### config.mk
export PLATFORM = sky130hd
export DESIGN_NAME = avg_lowrate_engine
export DESIGN_NICKNAME = d
export VERILOG_FILES = /design/src/rtl/avg_pkg.sv /design/src/rtl/avg_zc_detect.sv /design/src/rtl/avg_accum.sv /design/src/rtl/avg_seq_div.sv /design/src/rtl/avg_lowrate_engine.sv
export SDC_FILE = /design/constraint.sdc
export NUM_CORES = 2
export LEC_CHECK = 0
export BUFFER_PORTS_ARGS = -buffer_cell sky130_fd_sc_hd__buf_4
export CORE_MARGIN = 3
export CORE_UTILIZATION = 40
export CTS_BUF_LIST = sky130_fd_sc_hd__clkbuf_2
export DETAILED_ROUTE_END_ITERATION = 8
export GPL_TIMING_DRIVEN = 0
export HOLD_SLACK_MARGIN = 0.15
export MAX_ROUTING_LAYER = met4
export PLACE_DENSITY = 0.65
export SYNTH_ARGS = -nofsm -noshare
export SYNTH_HDL_FRONTEND = slang
export SYNTH_SLANG_ARGS = --single-unit
### constraint.sdc
create_clock -name clk -period 10.1 [get_ports clk]
set_input_delay 1.515 -clock clk [delete_from_list [all_inputs] [get_ports clk]]
set_output_delay 1.515 -clock clk [all_outputs]
set_load 0.02 [all_outputs]
### src/rtl/avg_pkg.sv
package avg_pkg;
    localparam int DATA_W = 16;
    localparam int CNT_W  = 16;
    localparam int SQ_W   = 2 * DATA_W;
    localparam int NCNT_W = CNT_W + 1;
    localparam int ACC_W  = SQ_W + NCNT_W;
    localparam int RES_W  = SQ_W;
    localparam int MIN_N  = 100;
    localparam int LANES  = 4;
    localparam int LN_P   = 0;
    localparam int LN_Q   = 1;
    localparam int LN_I   = 2;
    localparam int LN_V   = 3;

    typedef enum logic {
        MODE_FIXED = 1'b0,
        MODE_SYNC  = 1'b1
    } avg_mode_e;

    typedef struct packed {
        logic [ACC_W-1:0] p;
        logic [ACC_W-1:0] q;
        logic [ACC_W-1:0] i2;
        logic [ACC_W-1:0] v2;
    } acc_set_t;

    function automatic logic [CNT_W-1:0] floor_count(input logic [CNT_W-1:0] n);
        return (n < CNT_W'(MIN_N)) ? CNT_W'(MIN_N) : n;
    endfunction

    function automatic logic [ACC_W-1:0] magnitude(input logic [ACC_W-1:0] x);
        return x[ACC_W-1] ? (~x + 1'b1) : x;
    endfunction
endpackage

### src/rtl/avg_zc_detect.sv
module avg_zc_detect
    import avg_pkg::*;
(
    input  logic             clk,
    input  logic             rst,
    input  logic             smp_vld,
    input  logic             v_sign,
    input  logic [CNT_W-1:0] n_set,
    output logic             zc,
    output logic             lost
);
    logic              prev_sign;
    logic              have_prev;
    logic [NCNT_W-1:0] quiet_q;
    logic [NCNT_W-1:0] quiet_nx;

    assign zc = smp_vld && have_prev && (v_sign != prev_sign);

    always_comb begin
        quiet_nx = quiet_q;
        if (zc)
            quiet_nx = '0;
        else if (quiet_q != {NCNT_W{1'b1}})
            quiet_nx = quiet_q + 1'b1;
    end

    assign lost = smp_vld && (quiet_nx >= {n_set, 1'b0});

    always_ff @(posedge clk) begin
        if (rst) begin
            prev_sign <= 1'b0;
            have_prev <= 1'b0;
            quiet_q   <= '0;
        end else if (smp_vld) begin
            prev_sign <= v_sign;
            have_prev <= 1'b1;
            quiet_q   <= quiet_nx;
        end
    end
endmodule

### src/rtl/avg_accum.sv
module avg_accum
    import avg_pkg::*;
(
    input  logic                     clk,
    input  logic                     rst,
    input  logic                     smp_vld,
    input  avg_mode_e                mode,
    input  logic signed [DATA_W-1:0] p_smp,
    input  logic signed [DATA_W-1:0] q_smp,
    input  logic signed [DATA_W-1:0] i_smp,
    input  logic signed [DATA_W-1:0] v_smp,
    input  logic [CNT_W-1:0]         n_set,
    input  logic [CNT_W-1:0]         c_set,
    input  logic                     zc,
    input  logic                     lost,
    output logic                     close_o,
    output acc_set_t                 snap_o,
    output logic [NCNT_W-1:0]        snap_n_o,
    output logic [NCNT_W-1:0]        cnt_o
);
    logic              active_q;
    logic [NCNT_W-1:0] n_q;
    logic [NCNT_W-1:0] n_nx;
    logic [NCNT_W-1:0] cross_q;
    logic [NCNT_W-1:0] cross_nx;
    logic [NCNT_W-1:0] c_eff;
    acc_set_t          sum_q;
    acc_set_t          sum_nx;
    logic signed [SQ_W-1:0] i_sq;
    logic signed [SQ_W-1:0] v_sq;
    logic              run;
    logic              end_fix;
    logic              end_sync;
    logic              close;

    assign i_sq     = SQ_W'(i_smp) * SQ_W'(i_smp);
    assign v_sq     = SQ_W'(v_smp) * SQ_W'(v_smp);
    assign sum_nx.p  = sum_q.p  + ACC_W'(p_smp);
    assign sum_nx.q  = sum_q.q  + ACC_W'(q_smp);
    assign sum_nx.i2 = sum_q.i2 + {{(ACC_W-SQ_W){1'b0}}, i_sq};
    assign sum_nx.v2 = sum_q.v2 + {{(ACC_W-SQ_W){1'b0}}, v_sq};

    assign n_nx     = n_q + 1'b1;
    assign cross_nx = cross_q + NCNT_W'(zc);
    assign c_eff    = (c_set == '0) ? NCNT_W'(1) : {1'b0, c_set};
    assign run      = active_q || (mode == MODE_FIXED);
    assign end_fix  = n_nx >= {1'b0, n_set};
    assign end_sync = (zc && (cross_nx >= c_eff))
                   || (lost && (n_nx >= {1'b0, n_set}))
                   || (n_nx >= {n_set, 1'b0});
    assign close    = smp_vld && run && ((mode == MODE_SYNC) ? end_sync : end_fix);

    always_ff @(posedge clk) begin
        if (rst) begin
            active_q <= 1'b0;
            n_q      <= '0;
            cross_q  <= '0;
            sum_q    <= '0;
            close_o  <= 1'b0;
            snap_o   <= '0;
            snap_n_o <= '0;
        end else begin
            close_o <= close;
            if (smp_vld) begin
                if (!run) begin
                    if (zc || lost) active_q <= 1'b1;
                end else if (close) begin
                    snap_o   <= sum_nx;
                    snap_n_o <= n_nx;
                    sum_q    <= '0;
                    n_q      <= '0;
                    cross_q  <= '0;
                    active_q <= 1'b1;
                end else begin
                    sum_q   <= sum_nx;
                    n_q     <= n_nx;
                    cross_q <= cross_nx;
                end
            end
        end
    end

    assign cnt_o = n_q;
endmodule

### src/rtl/avg_seq_div.sv
module avg_seq_div #(
    parameter int DVD_W = 49,
    parameter int DVS_W = 17
) (
    input  logic             clk,
    input  logic             rst,
    input  logic             start_i,
    input  logic [DVD_W-1:0] dvd_i,
    input  logic [DVS_W-1:0] dvs_i,
    output logic [DVD_W-1:0] quo_o,
    output logic             fin_o,
    output logic             busy_o
);
    localparam int CW = $clog2(DVD_W + 1);

    logic [DVD_W-1:0] dvd_q;
    logic [DVS_W-1:0] dvs_q;
    logic [DVS_W-1:0] rem_q;
    logic [DVS_W:0]   rem_sh;
    logic             ge;
    logic [CW-1:0]    cnt_q;

    assign rem_sh = {rem_q, dvd_q[DVD_W-1]};
    assign ge     = rem_sh >= {1'b0, dvs_q};

    always_ff @(posedge clk) begin
        if (rst) begin
            dvd_q  <= '0;
            dvs_q  <= '0;
            rem_q  <= '0;
            quo_o  <= '0;
            cnt_q  <= '0;
            busy_o <= 1'b0;
            fin_o  <= 1'b0;
        end else if (start_i) begin
            dvd_q  <= dvd_i;
            dvs_q  <= dvs_i;
            rem_q  <= '0;
            quo_o  <= '0;
            cnt_q  <= CW'(DVD_W);
            busy_o <= 1'b1;
            fin_o  <= 1'b0;
        end else if (busy_o) begin
            dvd_q <= dvd_q << 1;
            rem_q <= ge ? DVS_W'(rem_sh - {1'b0, dvs_q}) : rem_sh[DVS_W-1:0];
            quo_o <= {quo_o[DVD_W-2:0], ge};
            cnt_q <= cnt_q - 1'b1;
            if (cnt_q == CW'(1)) begin
                busy_o <= 1'b0;
                fin_o  <= 1'b1;
            end
        end else begin
            fin_o <= 1'b0;
        end
    end
endmodule

### src/rtl/avg_lowrate_engine.sv
module avg_lowrate_engine
    import avg_pkg::*;
(
    input  logic                    clk,
    input  logic                    rst,
    input  logic                    smp_vld_i,
    input  logic signed [15:0]      p_smp_i,
    input  logic signed [15:0]      q_smp_i,
    input  logic signed [15:0]      i_smp_i,
    input  logic signed [15:0]      v_smp_i,
    input  logic                    sync_mode_i,
    input  logic [15:0]             n_samples_i,
    input  logic [15:0]             half_cycles_i,
    input  logic signed [15:0]      p_ofs_i,
    input  logic signed [15:0]      q_ofs_i,
    output logic signed [31:0]      p_avg_o,
    output logic signed [31:0]      q_avg_o,
    output logic [31:0]             i_ms_o,
    output logic [31:0]             v_ms_o,
    output logic                    done_o
);
    logic [CNT_W-1:0]  n_set;
    logic              zc;
    logic              lost;
    logic              close_q;
    acc_set_t          snap;
    logic [NCNT_W-1:0] snap_n;
    logic [NCNT_W-1:0] acc_cnt;
    logic [ACC_W-1:0]  dvd [LANES];
    logic [ACC_W-1:0]  quo [LANES];
    logic [LANES-1:0]  fin;
    logic [LANES-1:0]  busy;
    logic signed [RES_W-1:0] p_mean;
    logic signed [RES_W-1:0] q_mean;

    assign n_set = floor_count(n_samples_i);

    avg_zc_detect u_zc (
        .clk     (clk),
        .rst     (rst),
        .smp_vld (smp_vld_i),
        .v_sign  (v_smp_i[DATA_W-1]),
        .n_set   (n_set),
        .zc      (zc),
        .lost    (lost)
    );

    avg_accum u_acc (
        .clk      (clk),
        .rst      (rst),
        .smp_vld  (smp_vld_i),
        .mode     (avg_mode_e'(sync_mode_i)),
        .p_smp    (p_smp_i),
        .q_smp    (q_smp_i),
        .i_smp    (i_smp_i),
        .v_smp    (v_smp_i),
        .n_set    (n_set),
        .c_set    (half_cycles_i),
        .zc       (zc),
        .lost     (lost),
        .close_o  (close_q),
        .snap_o   (snap),
        .snap_n_o (snap_n),
        .cnt_o    (acc_cnt)
    );

    assign dvd[LN_P] = magnitude(snap.p);
    assign dvd[LN_Q] = magnitude(snap.q);
    assign dvd[LN_I] = snap.i2;
    assign dvd[LN_V] = snap.v2;

    generate
        for (genvar g = 0; g < LANES; g++) begin : g_lane
            avg_seq_div #(.DVD_W(ACC_W), .DVS_W(NCNT_W)) u_div (
                .clk     (clk),
                .rst     (rst),
                .start_i (close_q),
                .dvd_i   (dvd[g]),
                .dvs_i   (snap_n),
                .quo_o   (quo[g]),
                .fin_o   (fin[g]),
                .busy_o  (busy[g])
            );
        end
    endgenerate

    assign p_mean = snap.p[ACC_W-1] ? -RES_W'(quo[LN_P]) : RES_W'(quo[LN_P]);
    assign q_mean = snap.q[ACC_W-1] ? -RES_W'(quo[LN_Q]) : RES_W'(quo[LN_Q]);

    always_ff @(posedge clk) begin
        if (rst) begin
            p_avg_o <= '0;
            q_avg_o <= '0;
            i_ms_o  <= '0;
            v_ms_o  <= '0;
            done_o  <= 1'b0;
        end else begin
            done_o <= fin[LN_P];
            if (fin[LN_P]) begin
                p_avg_o <= p_mean + RES_W'(p_ofs_i);
                q_avg_o <= q_mean + RES_W'(q_ofs_i);
                i_ms_o  <= RES_W'(quo[LN_I]);
                v_ms_o  <= RES_W'(quo[LN_V]);
            end
        end
    end
endmodule

Word level (Yosys, flattened, before mapping)
Index checks and enable logic that the tools add are counted.
{"block": "word_totals", "out_inout_bits": 129, "reg_bits": 1031, "wordCells": 159, "inputBits": 132}
{"block": "op_classes", "bitwise": 4, "eq_ne": 7, "reduce_logical": 22, "add_sub_neg": 21, "n_mux": 47, "order_cmp": 9, "multipliers": 2}
{"cell": "49-bit two-way mux", "n": 10}
{"cell": "196-bit two-way mux", "n": 1}
{"cell": "17-bit two-way mux", "n": 8}
{"cell": "49-bit by 1-bit adder with 49-bit output (second input constant)", "n": 2}
{"cell": "49-bit by 32-bit adder with 49-bit output", "n": 2}
{"cell": "49-bit adder", "n": 2}
{"cell": "49-bit inverter", "n": 2}
{"cell": "18-bit by 17-bit >= comparator with 1-bit output", "n": 4}
{"cell": "17-bit subtractor", "n": 4}
{"cell": "32-bit by 16-bit adder with 32-bit output", "n": 2}
{"cell": "16-bit by 16-bit multiplier with 32-bit output", "n": 2}
{"cell": "32-bit two-way mux", "n": 2}
{"cell": "32-bit negation", "n": 2}
{"cell": "17-bit >= comparator", "n": 3}
{"cell": "6-bit two-way mux", "n": 8}
{"cell": "17-bit by 1-bit adder with 17-bit output (second input constant)", "n": 2}
{"cell": "16-bit two-way mux", "n": 2}
{"cell": "6-bit by 1-bit == test with 1-bit output (second input constant)", "n": 4}
{"cell": "6-bit by 1-bit subtractor with 6-bit output (second input constant)", "n": 4}
{"cell": "17-bit by 1-bit adder with 17-bit output", "n": 1}
{"cell": "17-bit by 16-bit >= comparator with 1-bit output", "n": 1}
{"cell": "17-bit inequality test (second input constant)", "n": 1}
{"cell": "16-bit logical NOT", "n": 1}
{"cell": "16-bit by 7-bit less-than comparator with 1-bit output (second input constant)", "n": 1}
{"cell": "other kinds (11)", "n": 41}

Logic depth before layout (Yosys ltp)
{"block": "depth", "word_depth": 12, "ltp_mapped": 37, "ltp_nobuf": 36}

Cells and area by module
From an unflattened synthesis, not the netlist that was laid out.
{"block": "unflattened", "hier_cells": 10027, "hier_area_um2": 83445.0}
{"mod": "avg_accum", "area_each_um2": 44398.8, "cells_each": 5384, "n_inst": 1}
{"mod": "avg_seq_div", "area_each_um2": 6557.5, "cells_each": 755, "n_inst": 4}
{"mod": "avg_lowrate_engine", "area_each_um2": 11050.6, "cells_each": 1381, "n_inst": 1}
{"mod": "avg_zc_detect", "area_each_um2": 1765.4, "cells_each": 242, "n_inst": 1}

Worst setup path before layout
No wires, ideal clock.
{"block": "synth_timing", "path_type": "in2reg", "startpoint": "in i_smp_i[1]", "endpoint": "reg u_acc.sum_q[91] in the netlist's numbering", "setup_ns": 0.064, "cell_stages": 32, "slack_ns": 0.195, "required_time_ns": 10.036, "arrival_time_ns": 9.841, "path_cell_list": "clkbuf_1 clkbuf_1 nand2_1 fa_1 fa_1 fa_1 inv_1 fa_1 fa_1 inv_1 fa_1 inv_1 ha_1 a21o_1 or3_1 o21ai_0 a2111oi_0 o21ai_0 a21boi_0 or4b_2 nand3_1 ha_1 clkbuf_1 a21o_1 a211oi_1 o211a_1 o21a_1 or4_1 clkbuf_1 nand2_1 or4_1 nand4_1"}
{"block": "synth_via", "elab_chain_cells": 3}
{"item": "start, declared", "line_no": "avg_lowrate_engine.sv:9", "source": "input logic signed [15:0] i_smp_i,"}
{"item": "16-bit by 16-bit multiplier with 32-bit output", "line_no": "avg_accum.sv:36", "source": "assign i_sq = SQ_W'(i_smp) * SQ_W'(i_smp);"}
{"item": "49-bit by 32-bit adder with 49-bit output", "line_no": "avg_accum.sv:40", "source": "assign sum_nx.i2 = sum_q.i2 + {{(ACC_W-SQ_W){1'b0}}, i_sq};"}
{"item": "196-bit two-way mux", "line_no": "avg_accum.sv:67", "source": "end else if (close) begin"}
{"item": "end signal, assigned", "line_no": "avg_accum.sv:75", "source": "sum_q <= sum_nx;"}
{"item": "end, declared", "line_no": "avg_accum.sv:27", "source": "acc_set_t sum_q;"}
No other way between the ends.
A chain may end at the register's enable or synchronous reset.

Worst setup path after layout
{"block": "layout_timing", "startpoint": "in i_smp_i[10]", "endpoint": "reg u_acc.sum_q[81] in the netlist's numbering"}
Same word-level chain as after synthesis.

==> results.md <==
- Run status: finished, final reports clean
- DRT antenna net count: 0
- Proportion of synthesized area in mux cells: 5.47%
- Total global routing track utilization: 23.9%
- Fraction of synthesized cell area in xor and xnor cells: 6.19%
- Slowest stage cell on the critical path: nor4b_1
- Dpl hpwl: 185000 microns
- Floorplan Core Area: 191000 sq um
- Via density per instance: 5.44
- Number of enable-type register cells in the synthesized netlist: 0
- Relative area change from synthesis to final layout: 9.76%
- Number of vias after detailed routing: 67300
- Maximum clock frequency: 103 MHz
- Skew-Pair Late Insertion Delay: 1690 ps
- Post-layout instance count excluding filler cells: 12400
- Slew margin rel.: 3.32%
- Number of warnings reported in the yosys synthesis log: 0
- Kind of start point of the critical path: input port
- Required time of the critical path: 11660 ps
- Number of clock sinks: 1031
- RSZ-0062 raised after global routing: no
- Clock Tree Root: clkbuf_2
- Detailed Route WL: 236000 microns
- Pin count of the biggest net entering global routing: 38
- Worst setup slack after placement: -2040 ps
- Launch point of the worst reg-to-reg path: u_zc.quiet_q[8]
- Cell mode on critical path: fa_1
- Clock slew seen by the registers of the worst setup and hold paths: 100 ps
- Final Worst Setup Slack: 350 ps
- Average wire per cell in the routed design: 19.1 microns
- Highest net fanout along the worst path: 10
- Number of standard-cell rows in the floorplan: 160
- Bufs and invs on worst path: 8
- LEAKAGE: 36.4 nW
- Wire length of the first global-routing pass: 367000 microns
- Count of routing violations after the opening detailed-route iteration: 4800
- Synth Area in Compound Gates: 17.1%
- Synth Area in Adders: 21.5%
- Critical path endpoint category: flop
- Post-Route Utilization: 44.2%
- Total power of the final layout: 31.4 mW
- Transition time at the pin with the least slew margin: 1450 ps
- Global-route met1 utilization: 29.3%
- Gate family responsible for the most delay along the worst path: simple AND/OR/NAND/NOR gates
- Total iterations of the first detailed-routing run: 6
- Per-instance average area after synthesis: 8.41 sq um
- Dominant combinational cell family by area after synthesis: adder cells
- CTS max path bufs: 4
- Hold Startpoint: q_ofs_i[2]
- Number of instances in the synthesized netlist: 9128
- Inserted Clock Buffers: 287
- Width of the chip: 444 microns
- Top library cells by usage in the layout, fill and taps aside: nor2_1, dfxtp_1, inv_1, nand2_1, a21oi_1
- FF-to-FF setup slack: 2620 ps
- Worst Path Arrival: 11310 ps
- Max cap viols: 0
- Met3 Use GR: 3.29%
- CTS tree: built
- Power per standard cell area: 372 nW/um^2
- Hold Path Class: in2reg
- Final period utilization: 96.5%
- Number of hold violations in the final report: 0
- Sequential element share of the synthesized area: 26.9%
- Via count of the first global-routing pass: 66700
- Port-buffer cells: 256
- Minimum clock period after layout: 9750 ps
- Max H-tree Level: 5
- Placer's final routability congestion estimate: 0.973
- Die area: 197000 sq um
- Area of the mapped netlist: 76800 sq um
- Max Slew Vio Count: 0
- Most Crowded Layer GR: met2
- Main flop type after synthesis: dfxtp_1
- Final hold slack: 368 ps
- Setup-failing EPs final: 0
- Count of boundary I/O pins: 261
- Fraction of layout instances using a drive strength above 1: 7.55%
- Peak supply drop: 0.000619 V
- Simple logic cell fraction of the synthesized area: 16.4%
- Remaining DRCs: 0
- Global route overflow: 0
- Cell variety after synth: 86
- Antenna violations before repair: 9
- Post-synthesis net count: 10300
- Synth Register Bits: 1031
- CP peak stage delay: 1010 ps
- GR Layer Usage met2: 39.8%
- Post-synth ARST share: 0%
- Layout Skew: 174 ps
- Post-CTS Setup Inserts: 0
- Most common cell after layout, fill and taps aside: nor2_1
- Final-stage net count: 10800
- Effective utilization at floorplan: 40.3%
- Critical path class: in2reg
- Chip height: 444 microns
- Launching instance or port of the critical path: i_smp_i[10]
- Cell total after placement: 11900
-- state kept, by name, summed over array words and instances, names as in the netlist, 4 cells and up --
signal	cells
g_lane.u_div.busy_o	4
g_lane.u_div.cnt_q	24
g_lane.u_div.dvd_q	196
g_lane.u_div.dvs_q	17
g_lane.u_div.quo_o	128
g_lane.u_div.rem_q	68
i_ms_o	32
p_avg_o	32
q_avg_o	32
u_acc.cnt_o	17
u_acc.cross_q	17
u_acc.snap_n_o	17
u_acc.snap_o	196
u_acc.sum_q	196
u_zc.quiet_q	17
v_ms_o	32
-- worst min-delay path, stage by stage --
cell and delay, ps:
buf_4 90, ha_1 180, xnor2_1 130, a211oi_1 60
-- layer usage --
| layer | share of wire (%) | up-vias |
|---|---|---|
| li1 | - | 32500 |
| met1 | 43 | 32300 |
| met2 | 48 | 2020 |
| met3 | 5.7 | 466 |
| met4 | 3.9 | 0 |
| met5 | 0 | - |
-- logic make-up after synthesis --
family,Yosys count
XOR/XNOR,541
multiplexers,419
AO/OA/AOI/OAI,2013
buffers and inverters,1317
adder cells (fa/ha/maj),1030
AND/OR/NAND/NOR,2777
flip-flops,1031
-- power by group --
part | switching, mW | leakage [nW] | internal, mW
Sequential | 0.0636 | 8.32 | 4.19
Clock | 1.81 | 1.83 | 1.16
Combinational | 14.8 | 26.3 | 9.35
-- what timing repair did --
| item | CTS | global route |
|---|---|---|
| endpoints found under the hold margin | 6 | 0 |
| resized for setup | 3 | 14 |
| endpoints found under the setup margin | 6 | 36 |
| pin swaps | 0 | 0 |
| hold buffers | 5 | 0 |
-- stage by stage --
step	cell area [sq um]	TNS [ps]
after floorplan	76800	0
after global placement	81800	-94200
after detailed placement	81900	-103270
after CTS	84300	0
after global routing	84300	0
final	84300	0
-- final cells by class --
cell class                      count  area (sq um)
Sequential cell                  1031         20600
Clock buffer                      389          1950
Fill cell                       19000        106000
Antenna cell                        7          17.5
Clock inverter                     66           405
Tap cell                         2511          3140
Buffer                            472          1800
Multi-Input combinational cell   6780         51200
Timing Repair Buffer              262          1980
Inverter                          838          3150
-- cell usage after synthesis, drive strengths merged, types with 32 or more instances --
master     n  share of area, %
buf       51              0.27
o21bai    47              0.46
a21oi    597               3.9
o31ai     59              0.61
a211oi   236               2.3
clkbuf   428               2.1
ha       546               8.9
o211ai    32              0.31
xor2     219               2.5
nor3     137              0.89
a22o      42              0.48
fa       484                13
o21a      55              0.54
nand4     88              0.72
xnor2    321               3.7
o21ai    307               2.0
inv      834               4.1
nand2b    56              0.46
nor2    1058               5.2
or3       68              0.56
nor4      34              0.28
and2      95              0.77
a21o     167               1.6
dfxtp   1031                27
a31oi     75              0.61
or4       42              0.42
nand2    768               3.8
and3      60              0.49
nand3    167               1.1
mux2i    411               5.4
nor2b    133               1.1
o22ai     33              0.27
a22oi    123               1.2
-- final timing paths --
path                                             endpoint  cells past startpoint
worst min register to register  g_lane[3].u_div.rem_q[10]                      2
worst max register to register         u_acc.snap_n_o[13]                     22
worst max-delay path                      u_acc.sum_q[81]                     32
worst min-delay path                           q_avg_o[2]                      4
No activity file was read; power rests on OpenSTA's default activity.
